## config.mk

```make
export PLATFORM = sky130hd
export DESIGN_NAME = serdes_link_pair
export DESIGN_NICKNAME = d
export VERILOG_FILES = /design/src/rtl/serdes_pkg.sv /design/src/rtl/word_phase_ctr.sv /design/src/rtl/ser_tx.sv /design/src/rtl/des_rx.sv /design/src/rtl/serdes_link_pair.sv
export SDC_FILE = /design/constraint.sdc
export NUM_CORES = 1
export LEC_CHECK = 0
export BUFFER_PORTS_ARGS = -buffer_cell sky130_fd_sc_hd__buf_4
export CAP_MARGIN = 40
export CORE_MARGIN = 1
export CORE_UTILIZATION = 45
export DETAILED_ROUTE_END_ITERATION = 8
export PLACE_DENSITY = 0.77
export SKIP_CTS_REPAIR_TIMING = 1
export SYNTH_ARGS = -nofsm -noshare
export SYNTH_HDL_FRONTEND = slang
export SYNTH_SLANG_ARGS = --single-unit
export TNS_END_PERCENT = 100
```

## constraint.sdc

```tcl
create_clock -name clk -period 1.1 [get_ports clk]
set_input_delay 0.055 -clock clk [delete_from_list [all_inputs] [get_ports clk]]
set_output_delay 0.055 -clock clk [all_outputs]
set_load 0.03 [all_outputs]
```

## src/rtl/serdes_pkg.sv

```systemverilog
package serdes_pkg;
  typedef enum logic {
    SEL_SHIFT = 1'b0,
    SEL_LOAD  = 1'b1
  } stage_sel_e;

  function automatic int unsigned cnt_bits(input int unsigned n);
    return (n > 1) ? $clog2(n) : 1;
  endfunction
endpackage

```

## src/rtl/word_phase_ctr.sv

```systemverilog
module word_phase_ctr #(
  parameter int unsigned WIDTH = 4
) (
  input  logic clk,
  input  logic rst,
  input  logic hold,
  output logic at_first,
  output logic at_last
);
  localparam int unsigned CW = serdes_pkg::cnt_bits(WIDTH);
  localparam logic [CW-1:0] LAST = CW'(WIDTH - 1);

  logic [CW-1:0] cnt_q;

  always_ff @(posedge clk) begin
    if (rst) begin
      cnt_q <= '0;
    end else if (!hold) begin
      if (cnt_q == LAST) cnt_q <= '0;
      else               cnt_q <= cnt_q + 1'b1;
    end
  end

  assign at_first = (cnt_q == '0);
  assign at_last  = (cnt_q == LAST);
endmodule

```

## src/rtl/ser_tx.sv

```systemverilog
module ser_tx #(
  parameter int unsigned WIDTH = 4
) (
  input  logic             clk,
  input  logic             rst,
  input  logic [WIDTH-1:0] par_in,
  output logic             take,
  output logic             ser_out
);
  import serdes_pkg::*;

  logic             at_first;
  logic             at_last;
  logic [WIDTH-1:0] word_q;
  logic [WIDTH-1:0] chain_q;
  logic [WIDTH-1:0] chain_d;
  stage_sel_e       sel;

  word_phase_ctr #(.WIDTH(WIDTH)) u_phase (
    .clk      (clk),
    .rst      (rst),
    .hold     (1'b0),
    .at_first (at_first),
    .at_last  (at_last)
  );

  assign sel = at_first ? SEL_LOAD : SEL_SHIFT;

  always_ff @(posedge clk) begin
    if (rst)          word_q <= '0;
    else if (at_last) word_q <= par_in;
  end

  for (genvar i = 0; i < WIDTH; i++) begin : g_stage
    if (i == WIDTH - 1) begin : g_tail
      assign chain_d[i] = (sel == SEL_LOAD) ? word_q[i] : 1'b0;
    end else begin : g_mid
      assign chain_d[i] = (sel == SEL_LOAD) ? word_q[i] : chain_q[i+1];
    end
  end

  always_ff @(posedge clk) begin
    if (rst) chain_q <= '0;
    else     chain_q <= chain_d;
  end

  assign take    = at_last;
  assign ser_out = chain_q[0];
endmodule

```

## src/rtl/des_rx.sv

```systemverilog
module des_rx #(
  parameter int unsigned WIDTH = 4
) (
  input  logic             clk,
  input  logic             rst,
  input  logic             ser_in,
  input  logic             slip,
  output logic [WIDTH-1:0] par_out,
  output logic             par_valid
);
  logic             at_first;
  logic             at_last;
  logic [WIDTH-1:0] shreg_q;
  logic [WIDTH-1:0] shreg_d;

  word_phase_ctr #(.WIDTH(WIDTH)) u_phase (
    .clk      (clk),
    .rst      (rst),
    .hold     (slip),
    .at_first (at_first),
    .at_last  (at_last)
  );

  if (WIDTH > 1) begin : g_shift
    assign shreg_d = {ser_in, shreg_q[WIDTH-1:1]};
  end else begin : g_one
    assign shreg_d = ser_in;
  end

  always_ff @(posedge clk) begin
    if (rst) begin
      shreg_q   <= '0;
      par_out   <= '0;
      par_valid <= 1'b0;
    end else begin
      shreg_q <= shreg_d;
      if (at_last && !slip) begin
        par_out   <= shreg_d;
        par_valid <= 1'b1;
      end else begin
        par_valid <= 1'b0;
      end
    end
  end

  logic unused_first;
  assign unused_first = at_first;
endmodule

```

## src/rtl/serdes_link_pair.sv

```systemverilog
module serdes_link_pair #(
  parameter int unsigned WIDTH = 4
) (
  input  logic             clk,
  input  logic             rst,
  input  logic [WIDTH-1:0] par_in,
  output logic             tx_take,
  output logic             ser_out,
  input  logic             ser_in,
  input  logic             slip,
  output logic [WIDTH-1:0] par_out,
  output logic             par_valid
);
  ser_tx #(.WIDTH(WIDTH)) u_tx (
    .clk     (clk),
    .rst     (rst),
    .par_in  (par_in),
    .take    (tx_take),
    .ser_out (ser_out)
  );

  des_rx #(.WIDTH(WIDTH)) u_rx (
    .clk       (clk),
    .rst       (rst),
    .ser_in    (ser_in),
    .slip      (slip),
    .par_out   (par_out),
    .par_valid (par_valid)
  );
endmodule

```

==> results.sh, run 1 <==
export IMPL_antenna_found_initial=0
export IMPL_numCtsBuffers=3
export IMPL_grt_use_total_pct=13.4
export IMPL_start_kind="flop"
export IMPL_worstSetupStartpoint="u_rx.u_phase.cnt_q[0]"
export IMPL_dr_pass1_iters=1
export IMPL_route_met3_wl_um=53
export IMPL_worst_slew_pin_slew_ns=0.203
export IMPL_wl_met1_um=483
export IMPL_r2r_start="u_rx.u_phase.cnt_q[0]"
export IMPL_cap_violations=0
export IMPL_multiInputGateArea_um2=373
export IMPL_synth_top_flop_cell="dfxtp_1"
export IMPL_routed_top_layer="met4"
export IMPL_crit_arrival_ns=1.28
export IMPL_syn_area_um2=744
export IMPL_fmax_ghz=0.910
export IMPL_slew_headroom_pct=86.5
export IMPL_synth_top_area_share_pct=53.8
export IMPL_powerDensity_nw_per_um2=1320
export IMPL_r2r_slack_ns=0.001
export IMPL_ir_drop_v=0.000828
export IMPL_grt_max_degree=22
export IMPL_htree_levels=1
export IMPL_clk_path_buf_depth=2
export IMPL_cts_sinks=20
export IMPL_gp_congestion=0.662
export IMPL_final_hold_viol_count=0
export IMPL_yosysMostFrequentCell="dfxtp_1"
export IMPL_syn_area_per_cell_um2=11.3
export IMPL_via_count=472
export IMPL_register_area_um2=408
export IMPL_layout_drive_gt1_share_pct=37.0
export IMPL_post_dp_cell_area_um2=868
export IMPL_cp_max_fo=4
export IMPL_path_class="flop to flop"
export IMPL_seq_area_frac_synth_pct=53.8
export IMPL_cts_root_buf="clkbuf_4"
export IMPL_drc=0
export IMPL_finalSetupViolations=0
export IMPL_viasPerCell=4.87
export IMPL_outcome="finished clean"
export IMPL_p_leak_nw=0.398
export IMPL_grt_pass1_vias=431
export IMPL_finalClockSkew_ns=0.00130
export IMPL_finalCritPeriodShare_pct=99.9
export IMPL_r2r_end="u_rx.par_out[3]"
export IMPL_synth_seq_cells=20
export IMPL_grt_pass1_wl_mm=1.81
export IMPL_synth_common_cells="dfxtp_1 (20), nor2_1 (9), mux2i_1 (8)"
export IMPL_clock_latency_ns=0.28
export IMPL_synth_area_leaders="dfxtp_1 (54%), mux2i_1 (11%), ha_1 (6.7%), nor2b_1 (5.0%), nor2_1 (4.5%)"
export IMPL_wire_per_inst_um=11.6
export IMPL_power_mw=1.25
export IMPL_endpoint_kind="flop"
export IMPL_fin_nets=95
export IMPL_area_growth_pct=27.6
export IMPL_setup_tns_ns=0
export IMPL_wl_mm=1.13
export IMPL_async_reset_ff_share_pct=0
export IMPL_reg2regPathDepth=3
export IMPL_ant_nets=0
export IMPL_crit_end="u_rx.par_out[3]"
export IMPL_overflow=0
export IMPL_clkSlewWorstSetupHoldPaths_ns=0.10
export IMPL_die_area_um2=1820
export IMPL_fill_cells=140
export IMPL_die_y_um=42.7
export IMPL_fin_area_um2=950
export IMPL_std_cell_rows=14
export IMPL_drtIter0Drc=0
export IMPL_synth_edff_count=0
export IMPL_ys_warn_count=0
export IMPL_n_antenna_cell=0
export IMPL_rsz0062_at_grt="true"
export IMPL_die_w_um=42.7
export IMPL_required_ns=1.28
export IMPL_pin_count=15
export IMPL_dp_hpwl_um=785
export IMPL_synth_fp_nets=78
export IMPL_drv_slew=0
export IMPL_wl_met2_um=577
export IMPL_io_buffers=14
export IMPL_cts_tree="yes"
export IMPL_ys_types=22
export IMPL_initial_core_util_pct=48.9
export IMPL_coreArea_um2=1520
export IMPL_synth_top_area_cell="dfxtp_1"
export IMPL_syn_inst=66
export IMPL_period_needed_ns=1.10
export IMPL_hold_class="input pin to flop"
[per-layer routing]
layer	vias to the layer above	GRT usage, %
met5	-	0
met1	213	15.1
li1	246	-
met2	11	23.3
met4	0	7.50
met3	2	2.55
[registers in the layout (all words and copies together) (netlist names)]
register / cells
u_rx.par_out: 4
u_tx.chain_q: 4
u_tx.word_q: 4
u_rx.shreg_q: 3
u_rx.u_phase.cnt_q: 2
u_tx.u_phase.cnt_q: 2
u_rx.par_valid: 1
[where the power goes]
| group | total (mW) | internal (mW) | switching [mW] |
|---|---|---|---|
| combinational | 0.161 | 0.0902 | 0.0708 |
| clock | 0.314 | 0.127 | 0.187 |
| sequential | 0.779 | 0.755 | 0.0239 |
| total | 1.25 | 0.972 | 0.282 |
[stage by stage]
stage	setup WS [ns]	cells	hold slack, ns	utilization [%]
final	0.00120	97	0.0124	62.3
after global routing	-0.0337	97	0.000226	62.3
after CTS	-0.0286	96	0.000669	58.5
after detailed placement	-0.0175	93	0.302	57.0
after global placement	0.0168	93	0.294	57.0
after floorplan	0.0315	66	0.135	-
[worst min-delay path by stage]
stage	start	endpoint	slack, ns	cells past startpoint
after CTS	par_in[2]	u_tx.word_q[2]	0.0007	3
after global placement	par_in[3]	u_tx.word_q[3]	0.29	3
after global routing	par_in[1]	u_tx.word_q[1]	0.0002	3
final	par_in[0]	u_tx.word_q[0]	0.01	3
after floorplan	rst	u_rx.shreg_q[3]	0.14	1
after detailed placement	par_in[2]	u_tx.word_q[2]	0.30	3
[final cells by class]
| cell class | instances | share of cell area, % |
|---|---|---|
| Sequential cell | 20 | 43.0 |
| Clock buffer | 3 | 2.37 |
| Multi-Input combinational cell | 41 | 39.3 |
| Timing Repair Buffer | 15 | 12.5 |
| Tap cell | 16 | 2.11 |
| Inverter | 2 | 0.791 |
[worst max-delay path, cell delays in order (launching register included)]
cell	delay (ns)
dfxtp_4	0.38
ha_4	0.16
nor2b_4	0.16
mux2_4	0.30
[cells in the final DEF, fill, tap and decap left out, drive strengths merged]
master,n
nor2,9
o21ai,1
nand2,1
nor3,1
dlygate4sd3,1
or3,1
dfxtp,20
buf,14
ha,4
nor3b,1
and3b,1
clkbuf,3
a21oi,1
nand2b,2
nand4bb,1
nor2b,7
inv,2
mux2,3
mux2i,8
[cell families after synthesis]
family                   Yosys count  share of synthesized area (%)
AND/OR/NAND/NOR                   24                           19.2
flip-flops                        20                           53.8
multiplexers                      11                           15.3
buffers and inverters              5                           3.19
adder cells (fa/ha/maj)            4                           6.72
AO/OA/AOI/OAI                      2                           1.85
Note: power is estimated with default switching activity, not from simulation.
==> run 2: changes to the inputs <==
- ABC_AREA: not set -> 1
- CORE_UTILIZATION: 45 -> 46
- PLACE_DENSITY: 0.77 -> 0.78
==> results.sh, run 2 <==
export IMPL_reg2regPathDepth=5
export IMPL_synth_xor_area_share_pct=0
export IMPL_crit_chain="ha_2 > buf_6"
export IMPL_yosys_mux_area_fraction_pct=0
export IMPL_synth_compound_area_share_pct=7.32
export IMPL_period_needed_ns=1.05
export IMPL_dr_pass1_iters=4
export IMPL_final_hold_viol_count=1
export IMPL_syn_area_um2=769
export IMPL_rsz0062_at_grt="false"
export IMPL_drc=0
export IMPL_gp_congestion=0.782
export IMPL_numCtsBuffers=3
export IMPL_place_ws_ns=0.0749
export IMPL_finalClockSkew_ns=0.00347
export IMPL_slew_headroom_pct=88.9
export IMPL_path_class="flop to primary output"
export IMPL_dpl_cell_count=115
export IMPL_drtIter0Drc=10
export IMPL_die_y_um=42.9
export IMPL_synth_top_area_cell="dfxtp_1"
export IMPL_die_area_um2=1840
export IMPL_cp_max_fo=4
export IMPL_synth_common_cells="nor2_1 (22), dfxtp_1 (20), inv_1 (7), nand3_1 (7)"
export IMPL_synth_top_area_share_pct=52.0
export IMPL_via_count=595
export IMPL_synthAdderAreaFrac_pct=6.50
export IMPL_fmax_ghz=0.952
export IMPL_finalNonFillerCells=121
export IMPL_worst_slew_pin_slew_ns=0.166
export IMPL_seq_area_frac_synth_pct=52.0
export IMPL_drv_slew=0
export IMPL_cts_tree="yes"
export IMPL_syn_inst=87
export IMPL_finalCritPeriodShare_pct=95.4
export IMPL_synth_fp_nets=99
export IMPL_critPathMaxStageDelay_ns=0.36
export IMPL_std_cell_rows=14
export IMPL_cp_top_family="flip-flops"
export IMPL_post_dp_cell_area_um2=863
export IMPL_synth_seq_cells=20
export IMPL_required_ns=1.04
export IMPL_setup_slack_ns=0.0501
export IMPL_clk_path_buf_depth=2
export IMPL_hold_class="input pin to flop"
export IMPL_synth_top_flop_cell="dfxtp_1"
export IMPL_wire_per_inst_um=10.0
export IMPL_grt_pass1_wl_mm=1.99
export IMPL_hold_depth=3
export IMPL_synth_edff_count=0
export IMPL_htree_levels=1
export IMPL_grt_max_degree=17
export IMPL_ir_drop_v=0.000922
export IMPL_power_mw=1.34
export IMPL_cts_root_buf="clkbuf_4"
export IMPL_finalSetupViolations=0
export IMPL_pin_count=15
export IMPL_final_cell_mix="nor2_1 (22), dfxtp_1 (18), buf_4 (13)"
export IMPL_overflow=0
export IMPL_layout_drive_gt1_share_pct=32.4
export IMPL_powerDensity_nw_per_um2=1440
export IMPL_synth_area_leaders="dfxtp_1 (52%), nor2_1 (11%), ha_1 (6.5%), nand3_1 (4.6%), nor2_2 (4.1%)"
export IMPL_wl_mm=1.21
export IMPL_ant_nets=0
export IMPL_antenna_found_initial=0
export IMPL_p_leak_nw=0.429
export IMPL_cap_violations=0
export IMPL_ys_types=17
export IMPL_crit_arrival_ns=0.99
export IMPL_fin_nets=119
export IMPL_n_antenna_cell=0
export IMPL_viasPerCell=4.92
export IMPL_syn_area_per_cell_um2=8.84
export IMPL_fill_cells=138
export IMPL_reg_largest_list="u_rx.par_out x4, u_tx.chain_q x4, u_tx.word_q x4"
export IMPL_dp_hpwl_um=883
export IMPL_outcome="finished, violations left"
export IMPL_grt_pass1_vias=497
export IMPL_die_w_um=42.9
export IMPL_cp_slowest_cell="dfxtp_2"
export IMPL_initial_core_util_pct=49.9
export IMPL_endpoint_kind="primary output"
export IMPL_worst_path_stages=2
export IMPL_synth_top_family_by_area="simple AND/OR/NAND/NOR gates"
export IMPL_yosysMostFrequentCell="nor2_1"
export IMPL_coreArea_um2=1540
export IMPL_layout_commonest_cell="nor2_1"
export IMPL_holdWs_ns=-0.00806
export IMPL_yosys_area_share_simple_pct=24.2
export IMPL_grt_use_total_pct=15.3
export IMPL_cts_sinks=20
export IMPL_area_growth_pct=20.8
export IMPL_io_buffers=14
export IMPL_async_reset_ff_share_pct=0
export IMPL_ys_warn_count=0
export IMPL_clock_latency_ns=0.29
export IMPL_cp_num_buf_inv=1
export IMPL_violations="hold timing"
export IMPL_setup_tns_ns=0
export IMPL_fin_area_um2=930
export IMPL_start_kind="flop"
export IMPL_clkSlewWorstSetupHoldPaths_ns=0.10
==> run 2: layer usage <==
layer	track usage, %	wire length [um]	part of all wire, %
met3	6.38	86	7.1
met2	21.8	541	45
met5	0	0	0
met4	9.38	15	1.2
met1	18.9	569	47
==> run 2: worst paths after layout <==
kind                                             from               to  slack [ns]
worst max register to register  u_rx.u_phase.cnt_q[0]  u_rx.par_out[3]        0.09
worst max-delay path            u_tx.u_phase.cnt_q[0]          tx_take        0.05
worst min-delay path                        par_in[2]   u_tx.word_q[2]      -0.008
worst min register to register        u_rx.shreg_q[3]  u_rx.shreg_q[2]        0.44
==> run 2: stage by stage <==
stage / utilization, % / hold WS (ns)
after CTS: 57.5 / -0.0312
after global routing: 60.3 / 0.000210
after floorplan: - / 0.180
final: 60.3 / -0.00806
after global placement: 56.0 / 0.287
after detailed placement: 56.0 / 0.286
==> run 2: area by class of cell <==
cell class / count / area (um^2) / area share [%]
Sequential cell: 20 / 403 / 43.3
Multi-Input combinational cell: 55 / 300 / 32.3
Timing Repair Buffer: 17 / 139 / 14.9
Inverter: 10 / 45.0 / 4.85
Clock buffer: 3 / 22.5 / 2.42
Tap cell: 16 / 20.0 / 2.15
==> run 2: cell families after synthesis <==
logic type	count (synthesis)
buffers and inverters	12
AOI/OAI and AO/OA	9
DFF	20
adders and majority gates	4
and+or+nand+nor	42
==> run 2: report_power, final <==
| part | switching [mW] | internal [mW] |
|---|---|---|
| sequential | 0.0255 | 0.774 |
| clock | 0.199 | 0.127 |
| combinational | 0.116 | 0.0930 |
| total | 0.341 | 0.995 |
==> run 2: worst min-delay path: cells and delay by family <==
family,cells,cell delay [ns]
buffers and inverters,1,0.08
AND/OR/NAND/NOR,2,0.12
==> run 3: changes to the inputs <==
- BUFFER_PORTS_ARGS: -buffer_cell sky130_fd_sc_hd__buf_4 -> not set
- CORE_UTILIZATION: 46 -> 52
- DONT_BUFFER_PORTS: not set -> 1
- PLACE_DENSITY: 0.78 -> 0.77
==> results.sh, run 3 (synthesis results as in run 2) <==
export IMPL_p_int_mw=1.06
export IMPL_layout_drive_gt1_share_pct=25.7
export IMPL_p_leak_nw=0.409
export IMPL_wire_per_inst_um=10.2
export IMPL_gp_congestion=0.757
export IMPL_cts_tree="yes"
export IMPL_period_needed_ns=1.06
export IMPL_viasPerCell=4.85
export IMPL_dpl_cell_count=105
export IMPL_die_area_um2=1640
export IMPL_drv_slew=0
export IMPL_io_buffers=0
export IMPL_crit_arrival_ns=1.00
export IMPL_fin_nets=114
export IMPL_routed_top_layer="met3"
export IMPL_n_antenna_cell=0
export IMPL_grt_pass1_vias=422
export IMPL_slew_headroom_pct=71.3
export IMPL_cap_violations=0
export IMPL_clkSlewWorstSetupHoldPaths_ns=0.10
export IMPL_route_met3_wl_um=63
export IMPL_endpoint_kind="primary output"
export IMPL_setup_tns_ns=0
export IMPL_drc=0
export IMPL_setup_slack_ns=0.0417
export IMPL_cts_root_buf="clkbuf_4"
export IMPL_post_route_util_pct=68.9
export IMPL_critPathMaxStageDelay_ns=0.37
export IMPL_finalNonFillerCells=116
export IMPL_cp_max_fo=4
export IMPL_initial_core_util_pct=57.7
export IMPL_holdWs_ns=0.434
export IMPL_hold_class="flop to flop"
export IMPL_fin_area_um2=920
export IMPL_finalCritPeriodShare_pct=96.2
export IMPL_die_w_um=40.5
export IMPL_power_mw=1.40
export IMPL_std_cell_rows=13
export IMPL_rsz0062_at_grt="true"
export IMPL_cts_sinks=20
export IMPL_grt_pass1_wl_mm=1.74
export IMPL_numCtsBuffers=3
export IMPL_clk_path_buf_depth=2
export IMPL_reg_largest_list="u_rx.par_out x4, u_tx.chain_q x4, u_tx.word_q x4"
export IMPL_ant_nets=0
export IMPL_coreArea_um2=1330
export IMPL_p_sw_share_pct=24.8
export IMPL_finalClockSkew_ns=0.00296
export IMPL_wl_met1_um=561
export IMPL_finalSetupViolations=0
export IMPL_wl_mm=1.18
export IMPL_die_y_um=40.5
export IMPL_crit_chain="ha_2 > buf_6"
export IMPL_grt_max_degree=17
export IMPL_outcome="finished clean"
export IMPL_clock_latency_ns=0.29
export IMPL_drtIter0Drc=13
export IMPL_comb_power_share_pct=13.0
export IMPL_path_class="flop to primary output"
export IMPL_power_switching_uw=349
export IMPL_area_growth_pct=19.5
export IMPL_seq_power_share_pct=57.8
export IMPL_fmax_ghz=0.945
export IMPL_via_count=563
export IMPL_wl_met2_um=554
export IMPL_final_hold_viol_count=0
export IMPL_powerDensity_nw_per_um2=1530
export IMPL_place_ws_ns=0.0648
export IMPL_start_kind="flop"
export IMPL_antenna_found_initial=0
export IMPL_overflow=0
export IMPL_required_ns=1.04
export IMPL_ir_drop_v=0.000844
export IMPL_htree_levels=1
export IMPL_dr_pass1_iters=4
export IMPL_post_dp_cell_area_um2=795
export IMPL_final_cell_mix="nor2_1 (22), dfxtp_1 (18), inv_1 (7), nand3_1 (7), dlygate4sd3_1 (7)"
export IMPL_grt_use_total_pct=16.7
export IMPL_cp_slowest_cell="dfxtp_2"
export IMPL_worst_slew_pin_slew_ns=0.428
export IMPL_clockPowerShare_pct=29.2
export IMPL_pin_count=15
export IMPL_dp_hpwl_um=869
export IMPL_layout_commonest_cell="nor2_1"
## run 3: changes by cell type in the layout (fill, tap and decap cells not counted)
cell | previous run | this run
nor2_2 | 5 | 4
buf_4 | 13 | 4
clkbuf_8 | 0 | 1
nor2_4 | 0 | 1
dlygate4sd3_1 | 3 | 7
## run 3: final timing paths
kind	startpoint	end	slack (ns)	cells past startpoint
max reg2reg	u_rx.u_phase.cnt_q[0]	u_rx.par_out[1]	0.12	5
min reg2reg	u_rx.shreg_q[3]	u_rx.shreg_q[2]	0.43	2
max	u_tx.u_phase.cnt_q[0]	tx_take	0.04	2
min	u_rx.shreg_q[3]	u_rx.shreg_q[2]	0.43	2
## run 3: critical path: cells and delay by family, from the launching register on
| family | cells | cell delay (ns) |
|---|---|---|
| DFF | 1 | 0.37 |
| adders and majority gates | 1 | 0.21 |
| buffers and inverters | 1 | 0.13 |
## run 3: per-layer routing
layer	global-route usage [%]	vias up
li1	-	301
met1	20.5	248
met2	26.6	14
met3	6.67	0
met4	5.00	0
met5	0	-
## run 3: layout make-up
cell class / count / area, um^2
fill: 100 / 414
sequential: 20 / 403
multi-input combinational: 55 / 305
timing repair buffer: 12 / 111
inverter: 10 / 45.0
clock buffer: 4 / 36.3
tap: 15 / 18.8
## run 3: power by group through the flow
stage | registers [mW] | logic, mW | clock network [mW]
global placement | 0.824 | 0.141 | 0
detailed placement | 0.827 | 0.147 | 0
finish | 0.812 | 0.182 | 0.411
floorplan | 0.823 | 0.135 | 0
global route | 0.820 | 0.206 | 0.457
CTS | 0.810 | 0.147 | 0.425
